File: src/rtl/dfi_cmd_injector.sv
module dfi_cmd_injector #(
  parameter int ADDR_W = 16,
  parameter int BANK_W = 3,
  parameter int REG_AW = 3
) (
  input  logic              clk,
  input  logic              rst_n,
  input  logic [REG_AW-1:0] bus_adr,
  input  logic [31:0]       bus_dat_w,
  output logic [31:0]       bus_dat_r,
  input  logic              bus_we,
  input  logic              bus_stb,
  input  logic              bus_cyc,
  output logic              bus_ack,
  input  logic              ctl_cs_n,
  input  logic              ctl_ras_n,
  input  logic              ctl_cas_n,
  input  logic              ctl_we_n,
  input  logic [ADDR_W-1:0] ctl_address,
  input  logic [BANK_W-1:0] ctl_bank,
  input  logic              ctl_cke,
  input  logic              ctl_odt,
  input  logic              ctl_reset_n,
  output logic              dfi_cs_n,
  output logic              dfi_ras_n,
  output logic              dfi_cas_n,
  output logic              dfi_we_n,
  output logic [ADDR_W-1:0] dfi_address,
  output logic [BANK_W-1:0] dfi_bank,
  output logic              dfi_cke,
  output logic              dfi_odt,
  output logic              dfi_reset_n
);

  localparam logic [REG_AW-1:0] W_CTRL  = REG_AW'(0);
  localparam logic [REG_AW-1:0] W_CMD   = REG_AW'(1);
  localparam logic [REG_AW-1:0] W_ISSUE = REG_AW'(2);
  localparam logic [REG_AW-1:0] W_ADDR  = REG_AW'(3);
  localparam logic [REG_AW-1:0] W_BANK  = REG_AW'(4);

  logic [3:0]        ctrl_q, cmd_q;
  logic [ADDR_W-1:0] addr_q;
  logic [BANK_W-1:0] bank_q;
  logic              fire_q, ack_q;
  logic [31:0]       rdat_q, rd_mux;

  wire accept = bus_cyc & bus_stb & ~ack_q;
  wire wr     = accept & bus_we;
  wire hw_own = ctrl_q[0];

  logic unused_dat;
  assign unused_dat = &{1'b0, bus_dat_w[31:ADDR_W]};

  always_comb begin
    case (bus_adr)
      W_CTRL:  rd_mux = 32'(ctrl_q);
      W_CMD:   rd_mux = 32'(cmd_q);
      W_ADDR:  rd_mux = 32'(addr_q);
      W_BANK:  rd_mux = 32'(bank_q);
      default: rd_mux = '0;
    endcase
  end

  always_ff @(posedge clk) begin
    if (!rst_n) begin
      ctrl_q <= '0;
      cmd_q  <= '0;
      addr_q <= '0;
      bank_q <= '0;
      fire_q <= 1'b0;
      ack_q  <= 1'b0;
      rdat_q <= '0;
    end else begin
      ack_q  <= accept;
      fire_q <= wr && (bus_adr == W_ISSUE) && bus_dat_w[0];
      if (accept && !bus_we) rdat_q <= rd_mux;
      if (wr) begin
        case (bus_adr)
          W_CTRL:  ctrl_q <= bus_dat_w[3:0];
          W_CMD:   cmd_q  <= bus_dat_w[3:0];
          W_ADDR:  addr_q <= bus_dat_w[ADDR_W-1:0];
          W_BANK:  bank_q <= bus_dat_w[BANK_W-1:0];
          default: ;
        endcase
      end
    end
  end

  assign bus_ack   = ack_q;
  assign bus_dat_r = rdat_q;

  assign dfi_cs_n    = hw_own ? ctl_cs_n    : ~(fire_q & cmd_q[0]);
  assign dfi_we_n    = hw_own ? ctl_we_n    : ~(fire_q & cmd_q[1]);
  assign dfi_cas_n   = hw_own ? ctl_cas_n   : ~(fire_q & cmd_q[2]);
  assign dfi_ras_n   = hw_own ? ctl_ras_n   : ~(fire_q & cmd_q[3]);
  assign dfi_address = hw_own ? ctl_address : addr_q;
  assign dfi_bank    = hw_own ? ctl_bank    : bank_q;
  assign dfi_cke     = hw_own ? ctl_cke     : ctrl_q[1];
  assign dfi_odt     = hw_own ? ctl_odt     : ctrl_q[2];
  assign dfi_reset_n = hw_own ? ctl_reset_n : ctrl_q[3];

  AST_ACK_SINGLE: assert property (@(posedge clk) disable iff (!rst_n)
    bus_ack |=> !bus_ack);
  AST_ACK_HAS_REQ: assert property (@(posedge clk) disable iff (!rst_n)
    $rose(bus_ack) |-> $past(bus_cyc && bus_stb));
  AST_CMD_WITH_ACK: assert property (@(posedge clk) disable iff (!rst_n)
    (!hw_own && !dfi_cs_n) |-> bus_ack);
  AST_CMD_ONE_CYCLE: assert property (@(posedge clk) disable iff (!rst_n)
    (!hw_own && !dfi_cs_n) |=> (hw_own || dfi_cs_n));
  AST_NOP_LINES: assert property (@(posedge clk) disable iff (!rst_n)
    (!hw_own && !bus_ack) |-> (dfi_cs_n && dfi_ras_n && dfi_cas_n && dfi_we_n));
  AST_ADDR_HOLD: assert property (@(posedge clk) disable iff (!rst_n)
    (!hw_own && $past(!hw_own) && !$past(wr)) |-> ($stable(dfi_address) && $stable(dfi_bank)));

endmodule

File: config.mk
export PLATFORM = sky130hd
export DESIGN_NAME = dfi_cmd_injector
export DESIGN_NICKNAME = d
export VERILOG_FILES = /design/src/rtl/dfi_cmd_injector.sv
export SDC_FILE = /design/constraint.sdc
export NUM_CORES = 1
export LEC_CHECK = 0
export ABC_AREA = 1
export ABC_CLOCK_PERIOD_IN_PS = 1800
export BUFFER_PORTS_ARGS = -buffer_cell sky130_fd_sc_hd__buf_2
export CORE_ASPECT_RATIO = 1.5
export CORE_MARGIN = 4
export CORE_UTILIZATION = 40
export CTS_CLUSTER_DIAMETER = 50
export DETAILED_ROUTE_END_ITERATION = 10
export PLACE_DENSITY = 0.77
export SKIP_CTS_REPAIR_TIMING = 1
export SYNTH_ARGS = -nofsm -noshare
export SYNTH_HDL_FRONTEND = slang
export SYNTH_SLANG_ARGS = --single-unit
File: constraint.sdc
create_clock -name clk -period 1.8 [get_ports clk]
set_clock_uncertainty 0.2 [all_clocks]
set_input_delay 0.09 -clock clk [delete_from_list [all_inputs] [get_ports clk]]
set_output_delay 0.09 -clock clk [all_outputs]
set_load 0.02 [all_outputs]
==> results of run 1 <==
-- final timing paths --
kind | cells past startpoint | endpoint | slack, ns | from
worst max-delay path | 5 | fire_q | 0.18 | bus_we
worst min-delay path | 4 | addr_q[1] | 0.05 | rst_n
worst max register to register | 4 | fire_q | 0.24 | bus_ack
worst min register to register | 2 | bus_dat_r[2] | 0.26 | bus_dat_r[2]
-- kinds of logic (layout without fill, tap and decap cells) --
family,after synthesis,after routing
compound gates,95,95
simple gates,102,102
buf+inv,64,153
other cells,1,16
flops,45,45
-- routing by layer --
metal	vias to the layer above	wire length [um]	GRT usage [%]
met5	-	0	0
met4	0	151	7.07
met2	103	3030	29.9
li1	1200	-	-
met1	1007	2330	18.9
met3	13	464	3.71
-- synth_stat cells, drive strengths merged --
| master | instances | share of area (%) |
|---|---|---|
| nand2 | 58 | 11 |
| o21ai | 48 | 11 |
| dfxtp | 45 | 40 |
| a21oi | 43 | 9.7 |
| inv | 29 | 4.9 |
| buf | 27 | 9.1 |
| nand3 | 24 | 5.9 |
| nor2 | 11 | 3.8 |
| clkbuf | 7 | 1.2 |
| nand4 | 7 | 1.9 |
| a31oi | 4 | 1.1 |
| clkinv | 1 | 0.17 |
| conb | 1 | 0.17 |
| nor3 | 1 | 0.44 |
| nor4 | 1 | 0.28 |
-- cells in the final DEF, fill, tap and decap left out, types with 2 or more instances in the layout --
master / netlist / routed
buf_2: 3 / 92
nand2_1: 55 / 55
dfxtp_1: 45 / 45
a21oi_1: 42 / 42
o21ai_0: 32 / 32
inv_1: 25 / 25
nand3_1: 23 / 23
dlygate4sd3_1: 0 / 20
conb_1: 1 / 16
o21ai_1: 15 / 15
nand4_1: 7 / 7
nor2_1: 6 / 6
clkbuf_8: 0 / 5
a31oi_1: 4 / 4
inv_2: 3 / 3
nor2_2: 2 / 2
nor2_8: 2 / 2
inv_6: 0 / 2
buf_4: 19 / 2
-- flip-flops by register name, summed over array words and instances (netlist names) --
| name | flops |
|---|---|
| cmd_q | 4 |
| bus_dat_r | 16 |
| bank_q | 3 |
| ctrl_q | 4 |
| bus_ack | 1 |
| addr_q | 16 |
| fire_q | 1 |
-- critical path, stage by stage --
cell and delay [ns]:
dlygate4sd3_1 0.54, buf_2 0.15, inv_2 0.07, nor4_1 0.25, dlygate4sd3_1 0.57
-- power by group --
part,switching (uW),internal [uW],leakage [uW],total (uW)
combinational,158,99.1,0.000886,257
clock,360,423,0.0000591,783
sequential,4.56,1000,0.000363,1010
total,523,1530,0.00131,2050
-- metrics by stage --
step / cell area (um2) / utilization, % / hold WS [ns] / std cells / total power, uW
floorplan: 2320 / - / 0.0284 / 322 / 1200
global placement: 2670 / 48.6 / 0.154 / 453 / 1250
detailed placement: 2670 / 48.6 / 0.160 / 453 / 1250
CTS: 2790 / 50.7 / -0.156 / 461 / 2040
global route: 2990 / 54.4 / 0.0653 / 481 / 2130
finish: 2990 / 54.4 / 0.0481 / 481 / 2050
-- layout make-up --
cell class | count | area, um2
flip-flops and latches | 45 | 901
well taps | 70 | 87.6
fillers | 571 | 2500
multi-input cells | 213 | 1070
inverters | 30 | 115
clock buffers | 5 | 68.8
clock inverters | 3 | 47.5
repair buffers | 115 | 696
==> qor.txt, run 1 <==
DRC violations left = 0
Maximum vdd ir drop = 0.000462 V
Slew margin rel. = 56.5%
CP arrival = 1.66 ns
Synthesis Warnings = 0
Die Area = 6950 um2
Initial antenna violation count = 0
Final antenna-violating net count = 0
Synthesis-stage register bit count = 45
Gpl congestion = 0.825
Setup violators final = 0
Setup WS pre-CTS = 0.296 ns
Worst-path clk slew = 0.09 ns
Pins Over Slew Limit = 0
Buffers on Ports = 92
Synth unique cells = 30
First drt pass iteration count = 4
Via count = 2323
Post-synthesis mux area share = 0%
Pwr/cell area = 686 nW/um2
First-pass GRT wire length = 9470 um
I/O pins = 125
Worst setup SP type = input pin
Overall routed net length = 5980 um
Simple-gate portion of the synthesized area = 23.1%
Maxcap violations = 0
CP endpoint kind = flop
Post-Synth XOR/XNOR Area = 0%
1st-iter DRT viols = 121
Site Rows = 33
Maximum clock insertion buffer count = 2
Wire per inst = 12.4 um
Sequential fraction of the synthesis area = 39.8%
Core footprint = 5490 um2
Worst setup margin = 0.180 ns
Min cycle time layout = 1.62 ns
Worst EP required = 1.84 ns
Num CTS Buffers = 5
Synth Instances = 307
Leakage = 0.00131 uW
Largest family of logic cells by synthesized area = simple AND/OR/NAND/NOR gates
Final Cycle Share = 90.0%
Layout cell share with drive strength beyond 1 = 29.0%
Routed vias/inst = 4.83
Setup TNS = 0 ns
Largest net degree at the start of global routing = 46
H-tree levels = 2
Inserted Diodes = 0
Final HPWL DP = 4480 um
Vias in the first global route = 2112
Total track usage = 16.6%
Max Clk Rate = 617 MHz
CTS sink count = 45
Total gr overflow = 0
Post-synthesis adder-cell area fraction = 0%
Tightest Pin Transition = 0.652 ns
Die Span Y = 100 um
Post-synthesis cell area = 2260 um2
Root Buffer = clkbuf_8
RSZ-0062 raised after global routing = no
Post-synthesis compound-gate area fraction = 21.6%
CTS tree = built
Hold Violations, Final = 0
Critical path class = in -> reg
Hold WC Path Type = in -> reg
Area Growth Syn to Fin = 32.0%
Worst-path maximum fanout = 2
Starting Density = 41.2%
Status = finished, final reports clean
Clock latency at the later pin of the worst-skew pair = 0.29 ns
Die X = 69.4 um
Mean area per synthesized cell = 7.37 um2
Nets = 476
Power figures use the tool's default switching activity.
==> run 2, diff against run 1 <==
--- a/config.mk
+++ b/config.mk
@@ -14,6 +14,7 @@
 export CTS_CLUSTER_DIAMETER = 50
 export DETAILED_ROUTE_END_ITERATION = 10
 export PLACE_DENSITY = 0.77
+export RECOVER_POWER = 50
 export SKIP_CTS_REPAIR_TIMING = 1
 export SYNTH_ARGS = -nofsm -noshare
 export SYNTH_HDL_FRONTEND = slang
==> run 2 against run 1 <==
Compared with the run above: setup slack worse by 0.0090 ns; final cell count unchanged; global-route usage unchanged; non-clock buffer count unchanged; first-iteration DRC count down 7.4%; die area unchanged; final area down 1.3%; utilization down 0.71 points; sequential share of layout area up 0.40 points; via count down 0.69%; critical path depth unchanged; largest power group unchanged; highest routed layer unchanged.
==> qor.txt, run 2 (synthesis gave the netlist of run 1 again) <==
Worst Reg-to-Reg Cells = 4 (unchanged)
CP Buf/Inv Count = 3 (was 4)
Vias in the first global route = 2112 (unchanged)
First-pass GRT wire length = 9470 um (unchanged)
I/O pins = 125 (unchanged)
Buffers on Ports = 92 (unchanged)
Top delay family on crit path = buffers and inverters (unchanged)
Layout cell share with drive strength beyond 1 = 24.3% (was 29.0%)
CP most frequent cell = dlygate4sd3_1 (unchanged)
1st-iter DRT viols = 112 (was 121)
Non-Filler Instances = 481 (unchanged)
P_sw = 519 uW (was 523 uW)
Fill count = 587 (was 571)
Worst EP required = 1.84 ns (about the same)
Total track usage = 16.6% (unchanged)
Die X = 69.4 um (unchanged)
Starting Density = 41.2% (unchanged)
Site Rows = 33 (unchanged)
DRC violations left = 0 (unchanged)
Total internal power = 1520 uW (was 1530 uW)
Routed vias/inst = 4.80 (was 4.83)
Hold WC Path Type = in -> reg (unchanged)
Critical-path cell list = dlygate4sd3_1, clkbuf_1, nand3_4, nor4_1, dlygate4sd3_1 (was dlygate4sd3_1, buf_2, inv_2, nor4_1, dlygate4sd3_1)
Initial antenna violation count = 0 (unchanged)
Leakage = 0.00124 uW (was 0.00131 uW)
Gpl congestion = 0.825 (unchanged)
Num CTS Buffers = 5 (unchanged)
Setup TNS = 0 ns (unchanged)
Pwr/cell area = 693 nW/um2 (was 686 nW/um2)
Via count = 2307 (was 2323)
Part of the power in combinational logic = 12.3% (was 12.6%)
Nets = 476 (unchanged)
Slew margin rel. = 56.7% (was 56.5%)
Slowest cell on crit path = dlygate4sd3_1 (unchanged)
Setup violators final = 0 (unchanged)
First drt pass iteration count = 4 (unchanged)
Pins Over Slew Limit = 0 (unchanged)
Worst-path clk slew = 0.09 ns (about the same)
CTS sink count = 45 (unchanged)
Reg power frac = 49.3% (was 49.2%)
Die Span Y = 100 um (unchanged)
Die Area = 6950 um2 (unchanged)
Maximum vdd ir drop = 0.000461 V (was 0.000462 V)
Worst setup SP type = input pin (unchanged)
Total gr overflow = 0 (unchanged)
Maxcap violations = 0 (unchanged)
Inserted Diodes = 0 (unchanged)
Commonest non-fill, non-tap cells in the layout = buf_2 (74), nand2_1 (56), dfxtp_1 (45) (was buf_2 (92), nand2_1 (55), dfxtp_1 (45))
Largest net degree at the start of global routing = 46 (unchanged)
Switching portion of total power = 25.4% (was 25.5%)
Met3 Use GR = 3.71% (unchanged)
Hold Violations, Final = 0 (unchanged)
Cells after DPL = 453 (unchanged)
Min cycle time layout = 1.63 ns (was 1.62 ns)
Wire per inst = 12.5 um (was 12.4 um)
Critical path depth = 5 (unchanged)
CTS tree = built (unchanged)
Critical Path Max Stage Delay = 0.57 ns (about the same)
Overall routed net length = 6000 um (was 5980 um)
Final HPWL DP = 4480 um (unchanged)
RSZ-0062 raised after global routing = no (unchanged)
Clock power frac = 38.4% (was 38.2%)
Critical path class = in -> reg (unchanged)
Final antenna-violating net count = 0 (unchanged)
Core footprint = 5490 um2 (unchanged)
Register area = 901 um2 (unchanged)
Clock latency at the later pin of the worst-skew pair = 0.29 ns (about the same)
Area of the multi-input gates = 1050 um2 (was 1070 um2)
CP arrival = 1.67 ns (was 1.66 ns)
Area Growth Syn to Fin = 30.2% (was 32.0%)
GR Layer Usage met2 = 29.9% (unchanged)
Status = finished, final reports clean (unchanged)
Most used routing layer = met2 (unchanged)
Maximum clock insertion buffer count = 2 (unchanged)
H-tree levels = 2 (unchanged)
Root Buffer = clkbuf_8 (unchanged)
CP endpoint kind = flop (unchanged)
Leading cell type in the layout, fill and taps excluded = buf_2 (unchanged)
Final Cycle Share = 90.5% (was 90.0%)
Hold depth = 4 (unchanged)
GR Util met1 = 18.9% (unchanged)
Max Clk Rate = 614 MHz (was 617 MHz)
Tightest Pin Transition = 0.649 ns (was 0.652 ns)
Worst-path maximum fanout = 4 (was 2)
## run 2: cell count changes in the layout (fill, tap and decap cells not counted), sizes merged
cell / previous run / this run
clkbuf: 5 / 23
buf: 95 / 77
## run 2: per-stage QoR
| step | hold slack (ns) | setup slack (ns) | total power (uW) | cell area (um2) | utilization, % |
|---|---|---|---|---|---|
| after floorplan | 0.0284 | 0.377 | 1200 | 2320 | - |
| after global placement | 0.154 | 0.303 | 1250 | 2670 | 48.6 |
| after detailed placement | 0.160 | 0.296 | 1250 | 2670 | 48.6 |
| after CTS | -0.156 | 0.193 | 2040 | 2790 | 50.7 |
| after global routing | 0.0600 | 0.0788 | 2130 | 2950 | 53.7 |
| final | 0.0480 | 0.172 | 2040 | 2950 | 53.7 |
## run 2: final timing paths
kind	slack, ns	endpoint	startpoint
max reg2reg	0.24	fire_q	bus_ack
min	0.05	addr_q[1]	rst_n
max	0.17	fire_q	bus_stb
min reg2reg	0.27	bus_dat_r[2]	bus_dat_r[2]
## run 2: area by class of cell
type	instances	share of cell area, %
inverter	30	3.90
multi-input combinational	213	35.8
tap	70	2.97
sequential	45	30.6
clock inverter	3	1.61
clock buffer	5	2.33
timing repair buffer	115	22.8
## run 2: worst min-delay path: stages
cell	delay [ns]
buf_2	0.10
buf_4	0.20
o21ai_2	0.08
a21oi_2	0.03
## run 2: power by group through the flow
stage,logic [uW],clock network (uW),registers [uW]
after floorplan,165,0,1030
after global placement,220,0,1030
after detailed placement,222,0,1030
after CTS,223,805,1010
after global routing,278,840,1010
final,252,783,1010
## run 2: routing by layer
layer	up-vias	wire length (um)
met5	-	0
met4	0	140
met3	12	408
met2	87	3050
met1	1009	2410
li1	1199	-
==> run 3, diff against run 2 <==
--- a/config.mk
+++ b/config.mk
@@ -13,6 +13,7 @@
 export CORE_UTILIZATION = 40
 export CTS_CLUSTER_DIAMETER = 50
 export DETAILED_ROUTE_END_ITERATION = 10
+export MAX_ROUTING_LAYER = met4
 export PLACE_DENSITY = 0.77
 export RECOVER_POWER = 50
 export SKIP_CTS_REPAIR_TIMING = 1
==> run 3 against run 2 <==
Compared with the run above: the flow now finishes with violations (negative hold slack); clock power grew 1%; flip-flop and latch count is the same; power is 0.49% higher; first-iteration DRC count decreased by 6.3%; critical path depth stayed put; critical path type unchanged; utilization is 0.27 points lower; highest routed layer unchanged; global-route usage increased by 0.74 points.
==> qor.txt, run 3 (synthesis gave the netlist of run 1 again) <==
Status = complete, but fails checks (was finished, final reports clean)
Failing checks = negative hold slack
Fill count = 569 (was 587)
Layout cell share with drive strength beyond 1 = 23.9% (was 24.3%)
CP endpoint kind = flop (unchanged)
I/O pins = 125 (unchanged)
1st-iter DRT viols = 105 (was 112)
Starting Density = 41.2% (unchanged)
Critical path class = in -> reg (unchanged)
CTS tree = built (unchanged)
Hold WS = -0.00364 ns (was 0.0480 ns)
Pins Over Slew Limit = 0 (unchanged)
Worst EP required = 1.80 ns (was 1.84 ns)
Overall routed net length = 6250 um (was 6000 um)
Vias in the first global route = 2079 (was 2112)
Wire per inst = 13.0 um (was 12.5 um)
Via count = 2348 (was 2307)
CP Buf/Inv Count = 3 (unchanged)
Final antenna-violating net count = 0 (unchanged)
Worst-path maximum fanout = 3 (was 4)
DRC violations left = 0 (unchanged)
Hold Violations, Final = 1 (was 0)
Final HPWL DP = 4560 um (was 4480 um)
Area Growth Syn to Fin = 29.6% (was 30.2%)
Commonest non-fill, non-tap cells in the layout = buf_2 (73), nand2_1 (56), dfxtp_1 (45) (was buf_2 (74), nand2_1 (56), dfxtp_1 (45))
CP arrival = 1.69 ns (was 1.67 ns)
Maxcap violations = 0 (unchanged)
Setup WS pre-CTS = 0.264 ns (was 0.296 ns)
First drt pass iteration count = 4 (unchanged)
Buffers on Ports = 92 (unchanged)
Die X = 69.4 um (unchanged)
Clock latency at the later pin of the worst-skew pair = 0.30 ns (was 0.29 ns)
Initial antenna violation count = 0 (unchanged)
H-tree levels = 2 (unchanged)
Leading cell type in the layout, fill and taps excluded = buf_2 (unchanged)
Worst setup SP type = input pin (unchanged)
CTS sink count = 45 (unchanged)
Final core occ = 53.4% (was 53.7%)
Die Area = 6950 um2 (unchanged)
Total track usage = 17.4% (was 16.6%)
Critical-path cell list = dlygate4sd3_1, clkbuf_1, nand3_4, dlygate4sd3_1, nor4_1 (was dlygate4sd3_1, clkbuf_1, nand3_4, nor4_1, dlygate4sd3_1)
Inserted Diodes = 0 (unchanged)
Worst setup margin = 0.109 ns (was 0.172 ns)
Setup TNS = 0 ns (unchanged)
Die Span Y = 100 um (unchanged)
Worst-path clk slew = 0.08 ns (was 0.09 ns)
Maximum clock insertion buffer count = 2 (unchanged)
Total gr overflow = 0 (unchanged)
Site Rows = 33 (unchanged)
Root Buffer = clkbuf_8 (unchanged)
Routed vias/inst = 4.89 (was 4.80)
Tightest Pin Transition = 0.664 ns (was 0.649 ns)
Slew margin rel. = 55.7% (was 56.7%)
Gpl congestion = 0.848 (was 0.825)
Non-Filler Instances = 480 (was 481)
RSZ-0062 raised after global routing = no (unchanged)
First-pass GRT wire length = 9530 um (was 9470 um)
Final Cycle Share = 93.9% (was 90.5%)
Largest net degree at the start of global routing = 44 (was 46)
CP most frequent cell = dlygate4sd3_1 (unchanged)
Hold WC Path Type = in -> reg (unchanged)
Top delay family on crit path = buffers and inverters (unchanged)
Pwr/cell area = 700 nW/um2 (was 693 nW/um2)
Core footprint = 5490 um2 (unchanged)
Maximum vdd ir drop = 0.000470 V (was 0.000461 V)
Cells after DPL = 453 (unchanged)
Min cycle time layout = 1.69 ns (was 1.63 ns)
Max Clk Rate = 591 MHz (was 614 MHz)
Slowest cell on crit path = dlygate4sd3_1 (unchanged)
Critical Path Max Stage Delay = 0.60 ns (was 0.57 ns)
Setup violators final = 0 (unchanged)
Leakage = 0.00123 uW (was 0.00124 uW)
Nets = 475 (was 476)
Num CTS Buffers = 5 (unchanged)
## run 3: cell types whose count changed in the layout (fill, tap and decap cells not counted), sizes merged
cell,before,now
clkbuf,23,24
buf,77,76
dlygate4sd3,20,19
## run 3: path summary, 6_finish.rpt
kind	depth (start not counted)	slack, ns	startpoint	to
hold / removal	3	-0.004	bus_adr[1]	fire_q
setup reg to reg	4	0.18	bus_ack	fire_q
hold reg to reg	2	0.27	addr_q[4]	bus_dat_r[4]
setup / recovery	5	0.11	bus_stb	fire_q
## run 3: per-stage QoR
step	total power (uW)	instance area, um2
2_1_floorplan	1200	2320
3_3_place_gp	1250	2670
3_5_place_dp	1250	2670
4_1_cts	2040	2790
5_1_grt	2120	2930
6_report	2050	2930
## run 3: layer usage
metal / up-vias / global-route usage (%) / wire, um
li1: 1194 / - / -
met1: 1055 / 19.6 / 2390
met2: 90 / 31.3 / 3300
met3: 9 / 2.51 / 441
met4: 0 / 5.86 / 116
met5: - / - / 0
## run 3: report_power, final
group | internal (uW) | switching, uW
Combinational | 96.5 | 156
Clock | 424 | 369
Sequential | 1000 | 4.62
## run 3: final cells by class
| type | instances | area, um2 | share of cell area (%) |
|---|---|---|---|
| Clock inverter | 3 | 47.5 | 1.62 |
| Sequential cell | 45 | 901 | 30.7 |
| Clock buffer | 5 | 68.8 | 2.35 |
| Tap cell | 70 | 87.6 | 2.99 |
| Multi-Input combinational cell | 213 | 1050 | 35.8 |
| Timing Repair Buffer | 114 | 662 | 22.6 |
| Inverter | 30 | 115 | 3.92 |
## run 3: worst min-delay path: cells and delay by family
family	cells	cell delay, ns
buf+inv	1	0.17
simple gates	2	0.19
